--- src/rtl/vtimer_pkg.sv ---
package vtimer_pkg;
    localparam int CNT_W   = 64;
    localparam int ADDR_W  = 3;
    localparam int N_TMR   = 2;
    localparam int TMR_PHY = 0;
    localparam int TMR_VIR = 1;

    localparam logic [ADDR_W-1:0] A_OFFSET = 3'd4;

    localparam int CTL_EN   = 0;
    localparam int CTL_MASK = 1;
    localparam int CTL_STAT = 2;

    function automatic logic [ADDR_W-1:0] cval_addr(input int idx);
        return ADDR_W'(2 * idx);
    endfunction

    function automatic logic [ADDR_W-1:0] ctl_addr(input int idx);
        return ADDR_W'(2 * idx + 1);
    endfunction

    typedef struct packed {
        logic [CNT_W-1:0] cval;
        logic             en;
        logic             mask;
        logic             irq;
    } tmr_state_t;

    typedef struct packed {
        logic [CNT_W-1:0] off;
    } top_state_t;
endpackage

--- src/rtl/vtimer_cmp.sv ---
module vtimer_cmp
    import vtimer_pkg::*;
(
    input  logic [CNT_W-1:0] view_i,
    input  logic [CNT_W-1:0] cval_i,
    output logic             hit_o
);
    always_comb begin
        hit_o = (view_i >= cval_i);
    end

    // an all-ones compare value matches only an all-ones view
    always_comb begin
        if (cval_i == '1 && view_i != '1) begin
            a_r5_no_overflow_hit: assert (!hit_o);
        end
    end

    // a view at zero never meets a nonzero compare value
    always_comb begin
        if (view_i == '0 && cval_i != '0) begin
            a_r6_wrap_release: assert (!hit_o);
        end
    end
endmodule

--- src/rtl/vtimer_chan.sv ---
module vtimer_chan
    import vtimer_pkg::*;
(
    input  logic             clk,
    input  logic             rst_n,
    input  logic             wr_cval_i,
    input  logic             wr_ctl_i,
    input  logic [CNT_W-1:0] wdata_i,
    input  logic [CNT_W-1:0] view_i,
    output logic [CNT_W-1:0] cval_o,
    output logic             en_o,
    output logic             mask_o,
    output logic             stat_o,
    output logic             irq_o
);
    tmr_state_t st_d, st_q;
    logic       hit;

    vtimer_cmp u_cmp (
        .view_i (view_i),
        .cval_i (st_q.cval),
        .hit_o  (hit)
    );

    always_comb begin
        st_d = st_q;
        if (wr_cval_i) begin
            st_d.cval = wdata_i;
        end
        if (wr_ctl_i) begin
            st_d.en   = wdata_i[CTL_EN];
            st_d.mask = wdata_i[CTL_MASK];
        end
        st_d.irq = hit && st_q.en && !st_q.mask;
    end

    always_ff @(posedge clk or negedge rst_n) begin
        if (!rst_n) begin
            st_q <= '0;
        end else begin
            st_q <= st_d;
        end
    end

    assign cval_o = st_q.cval;
    assign en_o   = st_q.en;
    assign mask_o = st_q.mask;
    assign stat_o = hit && st_q.en;
    assign irq_o  = st_q.irq;

    // a raised interrupt implies an unmasked, enabled match one cycle earlier
    a_r4_irq_gated: assert property (@(posedge clk) disable iff (!rst_n)
        irq_o |-> $past(en_o && !mask_o && stat_o));

    // a masked timer drops its interrupt on the next edge
    a_r4_mask_blocks: assert property (@(posedge clk) disable iff (!rst_n)
        mask_o |=> !irq_o);
endmodule

--- src/rtl/vtimer_pair.sv ---
module vtimer_pair
    import vtimer_pkg::*;
(
    input  logic              clk,
    input  logic              rst_n,
    input  logic [63:0]       count_i,
    input  logic              wr_en_i,
    input  logic [2:0]        addr_i,
    input  logic [63:0]       wdata_i,
    output logic [63:0]       rdata_o,
    output logic              phys_irq_o,
    output logic              virt_irq_o
);
    top_state_t top_d, top_q;

    logic [CNT_W-1:0] view   [N_TMR];
    logic [CNT_W-1:0] cval   [N_TMR];
    logic             en     [N_TMR];
    logic             mask   [N_TMR];
    logic             stat   [N_TMR];
    logic             irq    [N_TMR];

    always_comb begin
        top_d = top_q;
        if (wr_en_i && addr_i == A_OFFSET) begin
            top_d.off = wdata_i;
        end
    end

    always_ff @(posedge clk or negedge rst_n) begin
        if (!rst_n) begin
            top_q <= '0;
        end else begin
            top_q <= top_d;
        end
    end

    for (genvar g = 0; g < N_TMR; g++) begin : g_tmr
        if (g == TMR_VIR) begin : g_view
            assign view[g] = count_i - top_q.off;
        end else begin : g_view
            assign view[g] = count_i;
        end

        vtimer_chan u_chan (
            .clk       (clk),
            .rst_n     (rst_n),
            .wr_cval_i (wr_en_i && addr_i == cval_addr(g)),
            .wr_ctl_i  (wr_en_i && addr_i == ctl_addr(g)),
            .wdata_i   (wdata_i),
            .view_i    (view[g]),
            .cval_o    (cval[g]),
            .en_o      (en[g]),
            .mask_o    (mask[g]),
            .stat_o    (stat[g]),
            .irq_o     (irq[g])
        );
    end

    always_comb begin
        rdata_o = '0;
        for (int i = 0; i < N_TMR; i++) begin
            if (addr_i == cval_addr(i)) begin
                rdata_o = cval[i];
            end
            if (addr_i == ctl_addr(i)) begin
                rdata_o[CTL_EN]   = en[i];
                rdata_o[CTL_MASK] = mask[i];
                rdata_o[CTL_STAT] = stat[i];
            end
        end
        if (addr_i == A_OFFSET) begin
            rdata_o = top_q.off;
        end
    end

    assign phys_irq_o = irq[TMR_PHY];
    assign virt_irq_o = irq[TMR_VIR];

    // status read back is zero while the virtual timer is disabled
    a_r3_stat_off: assert property (@(posedge clk) disable iff (!rst_n)
        (addr_i == ctl_addr(TMR_VIR) && !en[TMR_VIR]) |-> !rdata_o[CTL_STAT]);

    // a write to an unmapped address leaves the offset unchanged
    a_r10_unmapped: assert property (@(posedge clk) disable iff (!rst_n)
        (wr_en_i && addr_i > A_OFFSET) |=> $stable(top_q.off));
endmodule

--- config.mk ---
export PLATFORM = sky130hd
export DESIGN_NAME = vtimer_pair
export DESIGN_NICKNAME = d
export VERILOG_FILES = /design/src/rtl/vtimer_pkg.sv /design/src/rtl/vtimer_cmp.sv /design/src/rtl/vtimer_chan.sv /design/src/rtl/vtimer_pair.sv
export SDC_FILE = /design/constraint.sdc
export NUM_CORES = 1
export LEC_CHECK = 0
export BUFFER_PORTS_ARGS = -buffer_cell sky130_fd_sc_hd__buf_4
export CAP_MARGIN = 10
export CORE_AREA = 2 2 195 197
export DETAILED_ROUTE_END_ITERATION = 10
export DIE_AREA = 0 0 197 199
export HOLD_SLACK_MARGIN = 0.06
export PLACE_DENSITY = 0.75
export SLEW_MARGIN = 20
export SYNTH_ARGS = -nofsm -noshare
export SYNTH_HDL_FRONTEND = slang
export SYNTH_HIERARCHICAL = 1
export SYNTH_SLANG_ARGS = --single-unit
--- constraint.sdc ---
create_clock -name clk -period 7.44 [get_ports clk]
set_input_delay 0.744 -clock clk [delete_from_list [all_inputs] [get_ports clk]]
set_output_delay 0.744 -clock clk [all_outputs]
set_load 0.01 [all_outputs]
# --- Word-level counts from Yosys, hierarchy flattened ---
# Index checks and enable logic that the tools add are counted.
word_totals:
  reg_bits: 198
  in_bits: 134
  out_inout_bits: 66
classes:
  add_sub_neg: 1
  magnitude_cmp: 2
  eq_ne: 4
  mux: 5
  reduce_logical: 12
ops:
  columns: ["op", "count"]
  rows:
  - ["$mux 64", 3]
  - ["$ge 64x64->1", 2]
  - ["$sub 64x64->64", 1]
  - ["$logic_and 1x1->1", 9]
  - ["$eq 3x2->1 const B", 2]
  - ["$mux 3", 2]
  - ["$eq 3x1->1 const B", 1]
  - ["$eq 3x3->1 const B", 1]
  - ["$logic_not 3->1", 1]
  - ["$logic_not 1->1", 2]

# --- Logic depth before layout (Yosys ltp) ---
depth:
  ltp_word: 6
  depth_mapped: 22

# --- Modules after synthesis ---
# Netlist, hierarchy kept.
modules_own_cells:
  columns: ["mod", "instances", "cells_each", "area_per_inst_um2", "seq_area_each_um2"]
  rows:
  - ["vtimer_pair", 1, 1126, 7812.5, 1601.5]
  - ["vtimer_chan", 2, 142, 2791.4, 1676.6]
  - ["vtimer_cmp", 2, 228, 1581.5, 0.0]

# --- Worst setup path before layout ---
# No wires, ideal clock.
synth_path:
  kind: "input-to-output"
  start: "input count_i[0]"
  end: "output rdata_o[2]"
  t_arrival_ns: 5.401
  required_ns: 6.696
  path_slack_ns: 1.295
  path_stages: 21
  cell_sequence: "inv_1 ha_1 fa_1 nor2b_1 o2111ai_1 a211oi_1 nand3b_1 o21ai_1 a21o_1 a2111oi_2 o21ai_0 nor3b_1 ha_1 nand4_1 or4_1 or3_1 or4_1 o21ai_1 and2_1 a31oi_1 o22ai_1"
synth_lines:
  columns: ["element", "line", "source"]
  rows:
  - ["from (decl)", "vtimer_pair.sv:6", "input logic [63:0] count_i,"]
  - ["to (decl)", "vtimer_pair.sv:10", "output logic [63:0] rdata_o,"]

==> impl_metrics.json <==
{
  "grt_pass1_wl_um": 74700,
  "r2r_end": "g_tmr[1].u_chan/irq_o$_DFF_PN0_",
  "track_usage_pct": 24.2,
  "synth_ff_type": "dfrtp_1",
  "hold_class": "in -> async",
  "grt_pass1_vias": 14100,
  "slowest_stage": "or4_1",
  "antenna_found_initial": 1,
  "syn_avg_cell_area_sq_um": 8.87,
  "rows": 71,
  "worstPathMaxFanout": 5,
  "ios": 200,
  "synth_area_leader_cell": "dfrtp_1",
  "clock_power_share_pct": 21.5,
  "wl_per_cell_um": 19.0,
  "clockRootBuffer": "clkbuf_16",
  "drtIter0Drc": 995,
  "cts_buffer_depth": 2,
  "synth_edf_count": 0,
  "intPower_mw": 3.02,
  "die_area_sq_um": 39200,
  "crit_path_end_kind": "output pin",
  "cts_tree": "done",
  "power_mw": 5.03,
  "tightest_slew_ns": 0.987,
  "area_delta_synth_final_pct": 14.2,
  "hold_buffers": 0,
  "final.min_clock_period_ns": 7.07,
  "routed_wl_um": 47500,
  "p_per_area_nw_per_um2": 266,
  "yosys-top-cells-count": "212 x inv_1, 200 x a21oi_1, 198 x dfrtp_1",
  "rsz0062_at_grt": "no",
  "final_util_pct": 50.9,
  "fin_skew_ns": 0.0137,
  "setup_viol": 0,
  "crit_required_ns": 6.70,
  "yosysSeqAreaShare_pct": 29.9,
  "drive_above_1_share_pct": 19.5,
  "postSynth.asyncResetShare_pct": 100,
  "switchingPower_mw": 2.01,
  "synthCells": 1866,
  "grt_max_degree": 76,
  "regToRegStartpoint": "top_q[4]$_DFFE_PN0P_",
  "p_leak_nw": 9.29,
  "globalplace.congestion": 0.947,
  "max_freq_mhz": 141,
  "cts_buffers": 17,
  "vias": 14000,
  "endpoint": "rdata_o[2]",
  "clock_latency_ns": 0.47,
  "combPwrFrac_pct": 48.8,
  "critPathLaunch": "count_i[4]",
  "synth_area_leaders": "dfrtp_1 30%, ha_1 14%, mux2_4 11%",
  "ys_types": 74,
  "drcViolationCount": 0,
  "pre_cts_slack_ns": 0.276,
  "path_clk_slew_ns": 0.08,
  "fin_crit_sh_pct": 95.0,
  "reg2reg_slack_ns": 2.12,
  "slowest_delay_ns": 0.57,
  "slew_viol_final": 0,
  "gr-total-overflow": 0,
  "maxSlewHeadroom_pct": 34.0,
  "critPathArrivalTime_ns": 6.33,
  "ff2ff_path_depth": 18,
  "nNetsFinal": 2341,
  "critPathKind": "in -> out",
  "die_h_um": 199,
  "detail-route-antenna-nets": 0,
  "dp_hpwl_um": 36100,
  "yosysMostFrequentCell": "inv_1",
  "start_util_pct": 44.6,
  "peakVddDrop_uv": 184,
  "ys_seq_elements": 198,
  "yosysWarnings": 6,
  "layout_setup_ws_ns": 0.369,
  "setup_tns_ns": 0,
  "cap_viol_max_count": 0,
  "yosysTopAreaCellShare_pct": 29.9,
  "routed_via_density": 5.61,
  "h-tree-depth": 4,
  "cp_cell_sequence": "buf_4 -> ha_1 -> a21o_1 -> a31o_1 -> o21a_2 -> a21oi_2 -> o21a_2 -> o21ai_1 -> a221o_1 -> a221oi_2 -> xnor2_1 -> ha_1 -> nand4_1 -> or4_1 -> or3_1 -> or4_1 -> o21ai_1 -> and2_1 -> a31oi_1 -> o22ai_1 -> buf_4",
  "io_buffer_count": 199,
  "hold_viol_final": 0,
  "clkSinkCount": 198,
  "syn_nets": 2192,
  "sw_frac_of_total_pct": 40.0,
  "cts_setup_buffers": 0,
  "pwr-share-seq_pct": 29.8,
  "cp-start-kind": "primary input",
  "core-area_sq_um": 37100,
  "syn_area_sq_um": 16600,
  "firstDrtPassIters": 6,
  "dieWidth_um": 197,
  "status": "completed"
}
## cell families after synthesis
family / share of synthesized area [%]
compound gates: 15.3
mux: 15.8
buf+inv: 7.90
xor+xnor: 3.01
flops: 29.9
simple gates: 13.5
fa+ha+maj: 14.6
## power groups by stage
stage | clock network (mW) | registers [mW] | logic, mW
finish | 1.08 | 1.50 | 2.45
global route | 1.13 | 1.53 | 2.74
CTS | 1.09 | 1.49 | 2.43
detailed placement | 0 | 1.51 | 2.41
global placement | 0 | 1.50 | 2.35
floorplan | 0 | 1.45 | 1.76
## sequential cells by signal, summed over array words and instances, names as in the netlist
name,cells
g_tmr.u_chan/irq_o,2
top_q,64
g_tmr.u_chan/cval_o,128
g_tmr.u_chan/en_o,2
g_tmr.u_chan/mask_o,2
## how the worst min path moves through the flow
stage / start / cells after the start / endpoint
floorplan: rst_n / 0 / g_tmr[0].u_chan/cval_o[0]$_DFFE_PN0P_
global placement: g_tmr[0].u_chan/cval_o[60]$_DFFE_PN0P_ / 1 / g_tmr[0].u_chan/cval_o[60]$_DFFE_PN0P_
detailed placement: g_tmr[0].u_chan/cval_o[27]$_DFFE_PN0P_ / 1 / g_tmr[0].u_chan/cval_o[27]$_DFFE_PN0P_
CTS: rst_n / 1 / g_tmr[0].u_chan/cval_o[10]$_DFFE_PN0P_
global route: rst_n / 1 / g_tmr[0].u_chan/cval_o[10]$_DFFE_PN0P_
finish: rst_n / 1 / g_tmr[0].u_chan/cval_o[10]$_DFFE_PN0P_
## stage by stage
step           hold WS (ns)  instance area (sq um)  cells
2_1_floorplan         0.448                  16600   1866
3_5_place_dp          0.522                  18200   2470
4_1_cts               0.311                  18900   2502
6_report              0.296                  18900   2503
5_1_grt               0.336                  18900   2503
3_3_place_gp          0.520                  18200   2470
## what timing repair did
item,in CTS,in global routing
setup endpoints to repair,0,1
hold endpoints to repair,0,0
gates resized for setup,0,1
## worst max-delay path: cells and delay by family
kind,cells,cell delay [ns]
compound gates,11,2.76
xor+xnor,1,0.11
fa+ha+maj,2,0.66
buf+inv,2,0.32
simple gates,5,1.74
## layout make-up
class	count	area, sq um
Tap cell	474	593
Inverter	212	796
Fill cell	3471	18200
Clock buffer	19	443
Antenna cell	1	2.50
Multi-Input combinational cell	1377	10300
Clock inverter	13	219
Timing Repair Buffer	209	1580
Sequential cell	198	4950
## layout by cell type, fill, tap and decap left out, types with 31 or more instances in the layout
cell       n
xnor2_1   31
o21ai_0  114
ha_1     191
nor2_1   180
a21oi_1  200
buf_4    208
nand2_1  164
nand4_1   39
mux2_4   120
inv_1    212
dfrtp_1  198
mux2i_1   64
## routing by layer
metal | wire [um] | part of all wire, % | GRT usage (%)
met1 | 21500 | 45 | 32.3
met2 | 22300 | 47 | 40.0
met3 | 2280 | 4.8 | 3.07
met4 | 1500 | 3.2 | 9.66
met5 | 0 | 0 | 0
Note: power is estimated with default switching activity, not from simulation.
